File: src/rtl/adc_cap_pkg.sv
package adc_cap_pkg;

  typedef enum logic [1:0] {
    ST_IDLE  = 2'd0,
    ST_PULSE = 2'd1,
    ST_CONV  = 2'd2,
    ST_GAP   = 2'd3
  } capState_t;

  // strobes from control to datapath
  typedef struct packed {
    logic cntClr;     // restart period counter at a start edge
    logic latchWord;  // capture the bus word
    logic setErr;     // set sticky timeout flag
    logic applyCfg;   // drive staged coding/enable onto pins
  } capStrobe_t;

  // legal start-pulse windows in ns
  function automatic bit pulseLegal(int ns);
    return ((ns >= 40) && (ns <= 80)) || ((ns >= 130) && (ns <= 160));
  endfunction

endpackage

File: src/rtl/adc_cap_datapath.sv
module adc_cap_datapath
  import adc_cap_pkg::*;
#(
  parameter int DATA_W      = 14,
  parameter int CNT_W       = 16,
  parameter int MIN_PERIOD  = 60,
  parameter int TIMEOUT_CYC = 100
) (
  input  logic              clk,
  input  logic              rstN,
  input  capStrobe_t        strobe,
  input  logic [CNT_W-1:0]  periodCycles,
  input  logic              reqCoding,
  input  logic              reqRead,
  input  logic              eoc,
  input  logic [DATA_W-1:0] adcData,
  output logic [CNT_W-1:0]  cntVal,
  output logic              periodDone,
  output logic              timedOut,
  output logic              eocFall,
  output logic              codingSel,
  output logic              outEnN,
  output logic              sampleValid,
  output logic [DATA_W-1:0] sampleData,
  output logic              errFlag
);

  localparam logic [CNT_W-1:0] CNT_MAX   = {CNT_W{1'b1}};
  localparam logic [CNT_W-1:0] MIN_P     = CNT_W'(MIN_PERIOD);
  localparam logic [CNT_W-1:0] TOUT      = CNT_W'(TIMEOUT_CYC);

  logic [CNT_W-1:0] cnt;
  logic [CNT_W-1:0] effPeriod;
  logic             eocQ;

  // period clamp
  always_comb begin
    if (periodCycles < MIN_P) effPeriod = MIN_P;
    else                      effPeriod = periodCycles;
  end

  // cycles since the last start edge, saturating
  always_ff @(posedge clk) begin
    if (!rstN)                cnt <= '0;
    else if (strobe.cntClr)   cnt <= CNT_W'(1);
    else if (cnt != CNT_MAX)  cnt <= cnt + CNT_W'(1);
  end

  always_ff @(posedge clk) begin
    if (!rstN) eocQ <= 1'b0;
    else       eocQ <= eoc;
  end

  assign cntVal     = cnt;
  assign periodDone = (cnt >= effPeriod);
  assign timedOut   = (cnt >= TOUT);
  assign eocFall    = eocQ & ~eoc;

  // capture register
  always_ff @(posedge clk) begin
    if (!rstN) begin
      sampleValid <= 1'b0;
      sampleData  <= '0;
    end else if (strobe.latchWord && !outEnN) begin
      sampleValid <= 1'b1;
      sampleData  <= adcData;
    end else begin
      sampleValid <= 1'b0;
    end
  end

  always_ff @(posedge clk) begin
    if (!rstN)              errFlag <= 1'b0;
    else if (strobe.setErr) errFlag <= 1'b1;
  end

  // configuration pins, moved only when control allows
  always_ff @(posedge clk) begin
    if (!rstN) begin
      codingSel <= 1'b0;
      outEnN    <= 1'b1;
    end else if (strobe.applyCfg) begin
      codingSel <= reqCoding;
      outEnN    <= ~reqRead;
    end
  end

endmodule

File: src/rtl/adc_cap_control.sv
module adc_cap_control
  import adc_cap_pkg::*;
#(
  parameter int CNT_W     = 16,
  parameter int PULSE_CYC = 20
) (
  input  logic             clk,
  input  logic             rstN,
  input  logic             enable,
  input  logic             eoc,
  input  logic             eocFall,
  input  logic             periodDone,
  input  logic             timedOut,
  input  logic [CNT_W-1:0] cntVal,
  output capStrobe_t       strobe,
  output logic             startConv
);

  localparam logic [CNT_W-1:0] PULSE_END = CNT_W'(PULSE_CYC);

  capState_t state, stateNext;
  logic      startNext;

  always_comb begin
    stateNext        = state;
    startNext        = 1'b0;
    strobe           = '0;
    strobe.applyCfg  = (state == ST_IDLE) || (state == ST_GAP);
    unique case (state)
      ST_IDLE: begin
        if (enable && !eoc) begin
          strobe.cntClr = 1'b1;
          startNext     = 1'b1;
          stateNext     = ST_PULSE;
        end
      end
      ST_PULSE: begin
        if (cntVal >= PULSE_END) stateNext = ST_CONV;
        else                     startNext = 1'b1;
      end
      ST_CONV: begin
        if (eocFall) begin
          strobe.latchWord = 1'b1;
          stateNext        = ST_GAP;
        end else if (timedOut) begin
          strobe.setErr = 1'b1;
          stateNext     = ST_GAP;
        end
      end
      ST_GAP: begin
        if (!enable) begin
          stateNext = ST_IDLE;
        end else if (periodDone && !eoc) begin
          strobe.cntClr = 1'b1;
          startNext     = 1'b1;
          stateNext     = ST_PULSE;
        end
      end
      default: stateNext = ST_IDLE;
    endcase
  end

  always_ff @(posedge clk) begin
    if (!rstN) begin
      state     <= ST_IDLE;
      startConv <= 1'b0;
    end else begin
      state     <= stateNext;
      startConv <= startNext;
    end
  end

endmodule

File: src/rtl/adc_capture_ctrl.sv
module adc_capture_ctrl
  import adc_cap_pkg::*;
#(
  parameter int CLK_NS      = 4,
  parameter int PULSE_NS    = 80,
  parameter int CONV_MAX_NS = 160,
  parameter int TIMEOUT_NS  = 400,
  parameter int DATA_W      = 14,
  parameter int CNT_W       = 16
) (
  input  logic              clk,
  input  logic              rstN,
  input  logic              enable,
  input  logic [CNT_W-1:0]  periodCycles,
  input  logic              reqCoding,
  input  logic              reqRead,
  input  logic              eoc,
  input  logic [DATA_W-1:0] adcData,
  output logic              startConv,
  output logic              codingSel,
  output logic              outEnN,
  output logic              sampleValid,
  output logic [DATA_W-1:0] sampleData,
  output logic              errFlag
);

  localparam int PULSE_USE_NS = pulseLegal(PULSE_NS) ? PULSE_NS : 80;
  localparam int PULSE_USE    = PULSE_USE_NS / CLK_NS;
  localparam int MIN_PERIOD   = PULSE_USE + (CONV_MAX_NS / CLK_NS);
  localparam int TIMEOUT_CYC  = TIMEOUT_NS / CLK_NS;

  capStrobe_t       strobe;
  logic [CNT_W-1:0] cntVal;
  logic             periodDone;
  logic             timedOut;
  logic             eocFall;

  adc_cap_control #(
    .CNT_W     (CNT_W),
    .PULSE_CYC (PULSE_USE)
  ) ctrl_i (
    .clk        (clk),
    .rstN       (rstN),
    .enable     (enable),
    .eoc        (eoc),
    .eocFall    (eocFall),
    .periodDone (periodDone),
    .timedOut   (timedOut),
    .cntVal     (cntVal),
    .strobe     (strobe),
    .startConv  (startConv)
  );

  adc_cap_datapath #(
    .DATA_W      (DATA_W),
    .CNT_W       (CNT_W),
    .MIN_PERIOD  (MIN_PERIOD),
    .TIMEOUT_CYC (TIMEOUT_CYC)
  ) dp_i (
    .clk          (clk),
    .rstN         (rstN),
    .strobe       (strobe),
    .periodCycles (periodCycles),
    .reqCoding    (reqCoding),
    .reqRead      (reqRead),
    .eoc          (eoc),
    .adcData      (adcData),
    .cntVal       (cntVal),
    .periodDone   (periodDone),
    .timedOut     (timedOut),
    .eocFall      (eocFall),
    .codingSel    (codingSel),
    .outEnN       (outEnN),
    .sampleValid  (sampleValid),
    .sampleData   (sampleData),
    .errFlag      (errFlag)
  );

endmodule

File: config.mk
export PLATFORM = sky130hd
export DESIGN_NAME = adc_capture_ctrl
export DESIGN_NICKNAME = d
export VERILOG_FILES = /design/src/rtl/adc_cap_pkg.sv /design/src/rtl/adc_cap_datapath.sv /design/src/rtl/adc_cap_control.sv /design/src/rtl/adc_capture_ctrl.sv
export SDC_FILE = /design/constraint.sdc
export NUM_CORES = 1
export LEC_CHECK = 0
export BUFFER_PORTS_ARGS = -buffer_cell sky130_fd_sc_hd__buf_2
export CAP_MARGIN = 20
export CORE_MARGIN = 2
export CORE_UTILIZATION = 53
export CTS_CLUSTER_DIAMETER = 40
export DETAILED_ROUTE_END_ITERATION = 12
export PLACE_DENSITY = 0.79
export REMOVE_ABC_BUFFERS = 1
export SYNTH_ARGS = -nofsm -noshare
export SYNTH_HDL_FRONTEND = slang
export SYNTH_SLANG_ARGS = --single-unit
File: constraint.sdc
create_clock -name clk -period 4.45 [get_ports clk]
set_input_delay 1.335 -clock clk [delete_from_list [all_inputs] [get_ports clk]]
set_output_delay 1.335 -clock clk [all_outputs]
set_load 0.02 [all_outputs]
; ---- Yosys cells after proc, flatten, opt, wreduce, memory -nomap -nowiden
; Cells that the tools add are included.
[totals]
ff_bits = 38
output_inout_bits = 19
[op_classes]
n_reduce_logical = 10
n_bitwise = 4
n_lt_le_gt_ge = 4
add_sub_neg = 1
n_eq_ne = 8
n_mux = 21
[ops]
columns = cell, n
row1 = $add 16x1->16 const B, 1
row2 = $ge 16x16->1, 1
row3 = $ge 16x5->1 const B, 1
row4 = $ge 16x7->1 const B, 1
row5 = $lt 16x6->1 const B, 1
row6 = $mux 16, 1
row7 = $ne 16x16->1 const B, 1
row8 = $mux 2, 7
row9 = $mux 1, 10
row10 = $pmux 2 s4, 1
row11 = $eq 2x2->1 const B, 2
row12 = $reduce_and 4->1, 1
row13 = $logic_and 1x1->1, 3
row14 = $ne 3x1->1 const B, 1
row15 = $ne 3x3->1 const B, 1
row16 = $not 1->1, 3
row17 = $pmux 1 s3, 1
row18 = $eq 2x1->1 const B, 1
row19 = $logic_not 1->1, 2
row20 = $logic_not 2->1, 1
row21 = $ne 2x1->1 const B, 1
row22 = $ne 2x2->1 const B, 1
row23 = $pmux 1 s2, 1
row24 = $reduce_bool 2->1, 1
row25 = other kinds (3), 3

; ---- Logic depth before layout (Yosys ltp)
; Gate-level depths: netlist (run 1).
[depth]
depth_word = 8
depth_mapped = 12
ltp_nobuf = 11

; ---- Hierarchy
; Synthesis (run 1) repeated with hierarchy kept, for this count alone.
[unflattened]
hier_cells = 274
area_unflattened_um2 = 2267.2
[by_module_without_submodules]
columns = module, area_per_inst_um2, n_inst, cells_per_inst
row1 = adc_cap_datapath, 1925.6, 1, 238
row2 = adc_cap_control, 341.6, 1, 36

; ---- Worst setup path before layout (run 1)
; No wires, ideal clock.
[synth_path]
path_type = input to register
from = input port periodCycles[14]
to = register dp_i.cnt[14] (netlist: dp_i.cntVal[14])
path_stages = 12
n_path_buf = 1
arrival_ns = 3.714
path_slack_ns = 0.672
path_cell_list = nor4_1 nand2_1 nor4_1 nand2b_1 ha_1 nor2b_1 o211a_1 o311ai_1 nand3_1 a21o_2 buf_6 nor2_1
[synth_between]
elab_chain_cells = 8
[synth_rtl]
columns = element, line_no
row1 = from (decl), adc_capture_ctrl.sv:14  ; input logic [CNT_W-1:0] periodCycles,
row2 = $lt 16x6->1, adc_cap_datapath.sv:38  ; if (periodCycles < MIN_P) effPeriod = MIN_P;
row3 = $mux 16 (*), adc_cap_datapath.sv:38
row4 = $ge 16x16->1 (*), adc_cap_datapath.sv:55  ; assign periodDone = (cnt >= effPeriod);
row5 = $logic_and 1x1->1 (*), adc_cap_control.sv:53  ; end else if (periodDone && !eoc) begin
row6 = $mux 1 (*), adc_cap_control.sv:53
row7 = $mux 1 (*), adc_cap_control.sv:51  ; if (!enable) begin
row8 = $pmux 1 s2 (*), adc_cap_control.sv:29  ; unique case (state)
row9 = $reduce_or 2->1 (no line) (*), n/a
row10 = to (signal assigned), adc_cap_datapath.sv:46  ; else if (cnt != CNT_MAX) cnt <= cnt + CNT_W'(1);
row11 = to (decl), adc_cap_datapath.sv:32  ; logic [CNT_W-1:0] cnt;
; Every way passes the cells marked *; elsewhere a longest branch is shown, timed or not.
; A chain may end at the register's enable or synchronous reset.

; ---- Worst setup path after layout (run 1)
[layout_path]
from = input port periodCycles[14]
to = register dp_i.cnt[15] (netlist: dp_i.cntVal[15])
; The elaborated chain is that of the path after synthesis.

==> results of run 1 <==
## path summary, 6_finish.rpt
kind	start	endpoint	slack [ps]	depth (start not counted)
setup / recovery	periodCycles[14]	dp_i.cntVal[15]$_SDFFE_PP0P_	730	13
setup reg to reg	dp_i.cntVal[13]$_SDFFE_PP0P_	dp_i.cntVal[15]$_SDFFE_PP0P_	2270	7
hold reg to reg	dp_i.sampleData[1]$_SDFFE_PN0P_	dp_i.sampleData[1]$_SDFFE_PN0P_	460	2
hold / removal	dp_i.sampleData[1]$_SDFFE_PN0P_	dp_i.sampleData[1]$_SDFFE_PN0P_	460	2
## metal layers
metal / GRT usage (%) / vias up / part of all wire (%)
li1: - / 1042 / -
met3: 4.61 / 9 / 5.4
met4: 11.3 / 0 / 1.8
met5: 0 / - / 0
met1: 24.6 / 883 / 47
met2: 34.0 / 45 / 46
## kinds of logic (layout without fill, tap and decap cells)
logic type               Yosys count  count (layout)  synth area share [%]
buffers and inverters             26              83                  4.96
AND/OR/NAND/NOR                  123             123                  26.6
XOR/XNOR                          12              12                  4.84
flip-flops                        38              38                  35.1
AO/OA/AOI/OAI                     46              46                  13.4
multiplexers                       4               4                  1.85
adder cells (fa/ha/maj)           23              23                  13.3
## stage by stage
step	cell area, sq um	util (%)
global placement	2480	62.5
global route	2570	64.8
detailed placement	2480	62.5
CTS	2570	64.8
floorplan	2130	-
finish	2570	64.8
## cells in the final DEF (no fill, tap or decap), types with 2 or more instances in the layout
master,instances
nand3_1,14
nand4_1,7
clkbuf_8,6
buf_4,2
mux2i_1,4
ha_1,23
a31oi_1,2
and3_1,5
nor3b_1,2
and2_1,2
nor3_1,5
a21boi_0,14
xor2_1,10
nand2_1,46
nand2b_1,5
nor2b_1,3
dfxtp_1,38
xnor2_1,2
nor2_1,27
o21ai_0,10
a21oi_1,13
inv_1,19
buf_2,54
nor4_1,4
## layout make-up
class	instances	area (sq um)	area share (%)
multi-input combinational	208	1300	50.6
sequential	38	761	29.6
timing repair buffer	56	285	11.1
clock buffer	7	86.3	3.36
inverter	19	71.3	2.77
tap	50	62.6	2.43
clock inverter	1	5.00	0.195
## power groups by stage
| stage | sequential, W | clock [W] | combinational (W) |
|---|---|---|---|
| 2_1_floorplan | 0.000390 | 0 | 0.000111 |
| 4_1_cts | 0.000375 | 0.000251 | 0.000174 |
| 6_report | 0.000375 | 0.000244 | 0.000174 |
| 3_5_place_dp | 0.000383 | 0 | 0.000173 |
| 5_1_grt | 0.000379 | 0.000266 | 0.000195 |
| 3_3_place_gp | 0.000382 | 0 | 0.000169 |
## worst max-delay path, stage by stage
cell and delay [ps]:
buf_2 100, nor4_1 370, nand2_1 80, nor4_1 180
buf_4 180, nand2b_1 110, ha_1 230, nor2b_1 130
o211a_1 200, o311ai_1 260, nand3_1 190, a21o_2 370
a211oi_1 180
## state kept, by name, indices dropped and copies added, names as in the netlist
| signal | flops |
|---|---|
| dp_i.outEnN | 1 |
| ctrl_i.state | 2 |
| dp_i.codingSel | 1 |
| ctrl_i.startConv | 1 |
| dp_i.errFlag | 1 |
| dp_i.eocQ | 1 |
| dp_i.sampleValid | 1 |
| dp_i.cntVal | 16 |
| dp_i.sampleData | 14 |
==> results.md, run 1 <==
* Port Buf Inserts at 54
* Area contributors post-synth: dfxtp_1 35%, ha_1 13%, nand2_1 8.0%
* I/O pins at 55
* Post-synth top cells: 46 x nand2_1, 38 x dfxtp_1, 27 x nor2_1, 23 x ha_1, 19 x inv_1
* Internal power at 0.000559 W
* Cell taking the most area after synthesis: dfxtp_1
* Max VDD drop at 0.200 mV
* DR pass1 iterations at 4
* Clock share of power at 30.7%
* Most common cell in the netlist: nand2_1
* Final Setup Violations at 0
* Detail Route Antenna Nets at 0
* Max clock buf depth at 2
* Min cycle time layout at 3720 ps
* Final Hold Vio Count at 0
* Post-CTS Setup Bufs at 0
* Pre-CTS WS at 439 ps
* H-tree levels at 2
* Largest net degree at the start of global routing at 28
* Setup crit start kind: input pin
* Setup TNS at 0 ps
* Yosys Warn Count at 0
* Core area at 0.00397 sq mm
* Min-Delay Path Class: reg2reg
* Vias per std cell at 5.22
* PnR worst setup slack at 734 ps
* DRC viols at 0
* Clk slew on worst S/H paths at 70 ps
* Ys flop type: dfxtp_1
* Dpl hpwl at 3270 um
* P_sw at 0.000234 W
* Unique cell type count in the Yosys netlist at 34
* Via Count at 1979
* Sw Ratio at 29.5%
* Post-CTS sizing at 0
* Total GRT Usage at 20.6%
* Mapped Area at 0.00217 sq mm
* Mapped Avg Cell Area at 7.98 sq um
* Synthesized instance count at 272
* Total gr overflow at 0
* Final period utilization at 83.5%
* Leak pwr at 1.20 nW
* Clk sinks at 38
* TritonCTS clock tree: done
* Die ar. at 0.00462 sq mm
* 1st-iter DRT viols at 92
* Total CTS buffers at 5
* # hold bufs at CTS at 0
* Share of the synthesized area in the top cell type at 35.1%
* Site Rows at 23
* F_max at 0.269 GHz
* Power Density at 308 mW/mm^2
* Die Y at 68.0 um
* EDFF count, synth at 0
* Status: complete, no violations
* Post-synth ARST share at 0%
* Final hold slack at 462 ps
* Non-filler instance count after layout at 379
* Layout net count at 387
* Share of layout cells above drive strength 1 at 20.1%
* Synth-to-layout area growth at 18.6%
* CP max FO at 15
* Global-route wire length before repair at 7130 um
* Max-slew violations at 0
* Pwr Total at 0.000793 W
* Placed Cells incl. Taps at 371
* Avg WL per Cell at 11.5 um
* Yosys reg bits at 38
* Die width at 68.0 um
* Clock Skew at 3.75 ps
* Seq/Total Area, Yosys at 35.1%
* # Max-Cap Violations at 0
* CP endpoint kind: register
* Worst skew pair latency at 300 ps
* Slew @ Worst Pin at 476 ps
* Routability Congestion at 0.857
* CP Class: in2reg
* Sequential fraction of design power at 47.3%
* Filler cell count at 367
* Critical Path AT at 3930 ps
* Initial antenna violation count at 0
* Unrepaired setup endpoints after global routing: no
* Vias in the first global route at 1718
* Clk root buf: clkbuf_8
* Routed WL at 4380 um
* ANT cells at 0
* Comb pwr share at 22.0%
* Max-slew headroom at 68.2%
* WP data required at 4670 ps
* Initial core utilization at 54.6%
Power figures use the tool's default switching activity.
==> run 2, diff against run 1 <==
==> constraint.sdc (replaced) <==
create_clock -name clk -period 3.45 [get_ports clk]
set_input_delay 1.035 -clock clk [delete_from_list [all_inputs] [get_ports clk]]
set_output_delay 1.035 -clock clk [all_outputs]
set_load 0.02 [all_outputs]
==> results.md, run 2 (synthesis results as in run 1) <==
* Commonest non-fill, non-tap cell in the layout: buf_2
* Detail Route Antenna Nets at 0
* Largest register FFs at 16
* Die width at 68.0 um
* Clk sinks at 38
* Buf/Inv on CP at 3
* Initial core utilization at 54.6%
* Routability Congestion at 0.856
* WP data required at 3680 ps
* Leak pwr at 1.23 nW
* Total CTS buffers at 5
* Worst skew pair latency at 290 ps
* TritonCTS clock tree: done
* Clock Skew at 8.17 ps
* Max-slew headroom at 66.2%
* # Max-Cap Violations at 0
* Comb pwr share at 22.5%
* Unrepaired setup endpoints after global routing: no
* Vias per std cell at 5.28
* I/O pins at 55
* Clk slew on worst S/H paths at 70 ps
* Layout net count at 391
* Min cycle time layout at 3330 ps
* Die Y at 68.0 um
* CP Class: in2reg
* Critical Path AT at 3550 ps
* Via Count at 2023
* Sw Ratio at 30.0%
* Slowest CP cell: nor4_2
* CP max FO at 7
* Register-to-register setup slack at 1150 ps
* Max VDD drop at 0.303 mV
* Synth-to-layout area growth at 21.5%
* Final core occ at 66.4%
* Core area at 0.00397 sq mm
* Filler cell count at 349
* Setup crit start kind: input pin
* ANT cells at 0
* Critical Path Max Stage Delay at 310 ps
* Delay-heaviest family, CP: simple AND/OR/NAND/NOR gates
* Power Density at 393 mW/mm^2
* Crit path cell chain: buf_2 > nor4_2 > nand2_1 > nor4_2 > buf_4 > nand2b_1 > ha_1 > nor2b_1 > o211a_1 > o311ai_2 > nand3_2 > buf_4 > a21o_2 > nor2_1
* F_max at 0.301 GHz
* Initial antenna violation count at 0
* Largest net degree at the start of global routing at 28
* Slew @ Worst Pin at 500 ps
* Share of layout cells above drive strength 1 at 22.2%
* Site Rows at 23
* P_sw at 0.000311 W
* PnR worst setup slack at 124 ps
* H-tree levels at 2
* Max-slew violations at 0
* Clk root buf: clkbuf_8
* Die ar. at 0.00462 sq mm
* 1st-iter DRT viols at 98
* Pre-CTS WS at -287 ps
* Internal power at 0.000725 W
* Vias in the first global route at 1721
* Final Setup Violations at 0
* Avg WL per Cell at 12.5 um
* Sequential fraction of design power at 46.8%
* Total gr overflow at 0
* Final hold slack at 463 ps
* Final Hold Vio Count at 0
* Setup TNS at 0 ps
* Dpl hpwl at 3480 um
* Total GRT Usage at 21.8%
* CP endpoint kind: register
* Routed WL at 4780 um
* Global-route wire length before repair at 7600 um
* Status: complete, no violations
* Max clock buf depth at 2
* DRC viols at 0
* Port Buf Inserts at 54
* Final period utilization at 96.4%
* Most frequent cells in the layout: 54 x buf_2, 46 x nand2_1, 38 x dfxtp_1
* DR pass1 iterations at 4
* Clock share of power at 30.6%
* Min-Delay Path Class: reg2reg
-- run 2: cell types whose count changed in the layout (fill, tap and decap cells not counted), sizes merged --
cell / delta
buf: +3
a21o: +1
-- run 2: final timing paths --
check | cells after the start | end | start
worst min-delay path | 2 | dp_i.sampleData[1]$_SDFFE_PN0P_ | dp_i.sampleData[1]$_SDFFE_PN0P_
worst max-delay path | 14 | dp_i.cntVal[11]$_SDFFE_PP0P_ | periodCycles[14]
worst min register to register | 2 | dp_i.sampleData[1]$_SDFFE_PN0P_ | dp_i.sampleData[1]$_SDFFE_PN0P_
worst max register to register | 8 | dp_i.cntVal[11]$_SDFFE_PP0P_ | dp_i.cntVal[13]$_SDFFE_PP0P_
-- run 2: final cells by class --
| class | count | area, sq um | share of cell area, % |
|---|---|---|---|
| well taps | 50 | 62.6 | 2.37 |
| clock buffers | 7 | 86.3 | 3.28 |
| clock inverters | 1 | 5.00 | 0.190 |
| repair buffers | 59 | 308 | 11.7 |
| inverters | 19 | 71.3 | 2.71 |
| multi-input cells | 209 | 1340 | 50.9 |
| flip-flops and latches | 38 | 761 | 28.9 |
-- run 2: worst min-delay path, stage by stage, from the launching register on --
cell      delay, ps
dfxtp_1         310
nand2_1          40
a21boi_0         60
-- run 2: power by group through the flow --
stage / registers [W] / logic (W) / clock network, W
finish: 0.000485 / 0.000233 / 0.000317
floorplan: 0.000503 / 0.000144 / 0
detailed placement: 0.000495 / 0.000223 / 0
global route: 0.000489 / 0.000266 / 0.000346
global placement: 0.000493 / 0.000218 / 0
CTS: 0.000485 / 0.000225 / 0.000324
-- run 2: timing repair --
action                     in CTS  in global routing
setup buffers                   0                  2
hold buffers                    0                  0
setup endpoints to repair       0                 18
resized for setup               0                  6
-- run 2: through the flow --
| stage | power [W] | area (sq um) | cells |
|---|---|---|---|
| after floorplan | 0.000647 | 2130 | 265 |
| after global placement | 0.000711 | 2490 | 372 |
| after detailed placement | 0.000718 | 2490 | 372 |
| after CTS | 0.00103 | 2580 | 380 |
| after global routing | 0.00110 | 2640 | 383 |
| final | 0.00104 | 2640 | 383 |
-- run 2: metal layers --
metal | wire length [um] | GRT usage [%]
met1 | 2190 | 27.6
met2 | 2330 | 36.0
met3 | 208 | 5.92
met4 | 57 | 6.75
met5 | 0 | 0
==> run 3, diff against run 2 <==
==> constraint.sdc (replaced) <==
create_clock -name clk -period 3.2 [get_ports clk]
set_input_delay 0.96 -clock clk [delete_from_list [all_inputs] [get_ports clk]]
set_output_delay 0.96 -clock clk [all_outputs]
set_load 0.02 [all_outputs]
==> results.md, run 3 (synthesis results as in run 1) <==
* Core area at 0.00397 sq mm
* Share of layout cells above drive strength 1 at 25.2%
* Routability Congestion at 0.845
* Register-to-register setup slack at 970 ps
* Clk sinks at 38
* Avg WL per Cell at 12.5 um
* CP max FO at 8
* Max clock buf depth at 2
* Worst skew pair latency at 290 ps
* Largest net degree at the start of global routing at 28
* Die width at 68.0 um
* Highest Signal Layer: met4
* Crit path launch: periodCycles[14]
* # hold bufs at CTS at 0
* Die ar. at 0.00462 sq mm
* Global-route wire length before repair at 7650 um
* Setup TNS at 0 ps
* Final Hold Vio Count at 0
* Final Setup Violations at 0
* Status: complete, no violations
* Delay-heaviest family, CP: simple AND/OR/NAND/NOR gates
* Total GRT Usage at 21.7%
* Vias in the first global route at 1803
* Post-route cell area at 0.00276 sq mm
* Initial core utilization at 54.6%
* Clock share of power at 31.8%
* R2R cell count at 7
* Pre-CTS WS at -449 ps
* Worst hold endpoint: dp_i.sampleData[3]$_SDFFE_PN0P_
* Site Rows at 23
* RR Startpoint: dp_i.cntVal[1]$_SDFFE_PP0P_
* Sequential fraction of design power at 43.5%
* Initial antenna violation count at 0
* Slowest CP cell: a21o_4
* Critical Path Max Stage Delay at 330 ps
* Synth-to-layout area growth at 27.4%
* Die Y at 68.0 um
* Max VDD drop at 0.364 mV
* Port Buf Inserts at 54
* Max-slew headroom at 68.8%
* Total gr overflow at 0
* Clock Skew at 5.89 ps
* Detail Route Antenna Nets at 0
* Layout net count at 395
* Worst flop-to-flop path endpoint: dp_i.cntVal[5]$_SDFFE_PP0P_
* DR pass1 iterations at 4
* Pwr Total at 0.00120 W
* Clk slew on worst S/H paths at 70 ps
* Min-Delay Path Class: reg2reg
* Final period utilization at 100%
* Critical path depth in cells at 13
* CP Class: in2reg
* Power Density at 434 mW/mm^2
* Commonest non-fill, non-tap cell in the layout: buf_2
* Sw Ratio at 29.3%
* Metal-1 WL at 2160 um
* F_max at 0.313 GHz
* TritonCTS clock tree: done
* Critical Path AT at 3410 ps
* Vias per std cell at 5.30
* Min cycle time layout at 3200 ps
* Max-slew violations at 0
* Most frequent cells in the layout: 52 x buf_2, 46 x nand2_1, 38 x dfxtp_1
* Placed cell areas at 0.00253 sq mm
* Leak pwr at 1.27 nW
* Crit path cell chain: buf_6 > nor4_4 > nand2_1 > nor4_2 > buf_4 > nand2b_4 > ha_4 > nor2b_4 > o211a_1 > o311ai_2 > nand3_2 > a21o_4 > a211oi_2
* CP endpoint kind: register
* Met3 wire len at 181 um
* P_sw at 0.000351 W
* H-tree levels at 2
* Largest register FFs at 16
* DRC viols at 0
* Via Count at 2051
* I/O pins at 55
* # Max-Cap Violations at 0
* Internal power at 0.000848 W
* Dpl hpwl at 3300 um
* 1st-iter DRT viols at 132
* Buf/Inv on CP at 2
* PnR worst setup slack at 0.961 ps
* Total CTS buffers at 5
* Clk root buf: clkbuf_8
* HP Start: dp_i.sampleData[3]$_SDFFE_PN0P_
* WP data required at 3420 ps
* ANT cells at 0
* Hold depth at 2
* DR WL met2 at 2390 um
* Non-filler instance count after layout at 387
* Setup crit start kind: input pin
* Comb pwr share at 24.7%
* Placed Cells incl. Taps at 378
* Routed WL at 4830 um
* Slew @ Worst Pin at 462 ps
-- run 3: cell count changes in the layout (fill, tap and decap cells not counted), sizes merged --
cell    change
buf         +4
clkbuf      +1
clkinv      -1
-- run 3: what timing repair did --
| item | in CTS | in global routing |
|---|---|---|
| gates cloned | 1 | 0 |
| endpoints found under the hold margin | 0 | 0 |
| buffers inserted | 0 | 0 |
| resized for setup | 9 | 11 |
| pin swaps | 6 | 3 |
| setup endpoints to repair | 17 | 19 |
-- run 3: routing by layer --
metal	vias to the layer above	GRT usage, %
met5	-	0
li1	1051	-
met1	950	27.3
met3	10	4.44
met2	40	35.8
met4	0	9.75
-- run 3: tightest hold or removal path: cells and delay by family (launching register included) --
family	cells	cell delay (ps)
compound gates	1	60
simple gates	1	40
flops	1	310
-- run 3: power groups by stage --
stage          sequential, W  clock [W]  combinational [W]
3_3_place_gp        0.000532          0           0.000240
2_1_floorplan       0.000542          0           0.000155
3_5_place_dp        0.000532          0           0.000247
5_1_grt             0.000527   0.000407           0.000328
4_1_cts             0.000521   0.000384           0.000273
6_report            0.000522   0.000381           0.000296
-- run 3: worst max path at each step --
stage,endpoint,slack (ps)
2_1_floorplan,dp_i.cntVal[15]$_SDFFE_PP0P_,-210
3_3_place_gp,dp_i.cntVal[15]$_SDFFE_PP0P_,-360
3_5_place_dp,ctrl_i.state[0]$_SDFFE_PN0P_,-450
4_1_cts,ctrl_i.state[1]$_SDFFE_PN0P_,1
5_1_grt,dp_i.cntVal[15]$_SDFFE_PP0P_,-70
6_report,dp_i.cntVal[15]$_SDFFE_PP0P_,1
-- run 3: area by class of cell --
| cell class | count | area (sq um) |
|---|---|---|
| multi-input combinational | 209 | 1410 |
| fill | 338 | 1210 |
| sequential | 38 | 761 |
| timing repair buffer | 63 | 350 |
| clock buffer | 8 | 110 |
| inverter | 19 | 71.3 |
| tap | 50 | 62.6 |
-- run 3: per-stage QoR --
stage | utilization, % | hold slack, ps
after floorplan | - | 484
after global placement | 63.8 | 446
after detailed placement | 63.8 | 451
after CTS | 67.9 | 464
after global routing | 69.6 | 479
final | 69.6 | 461
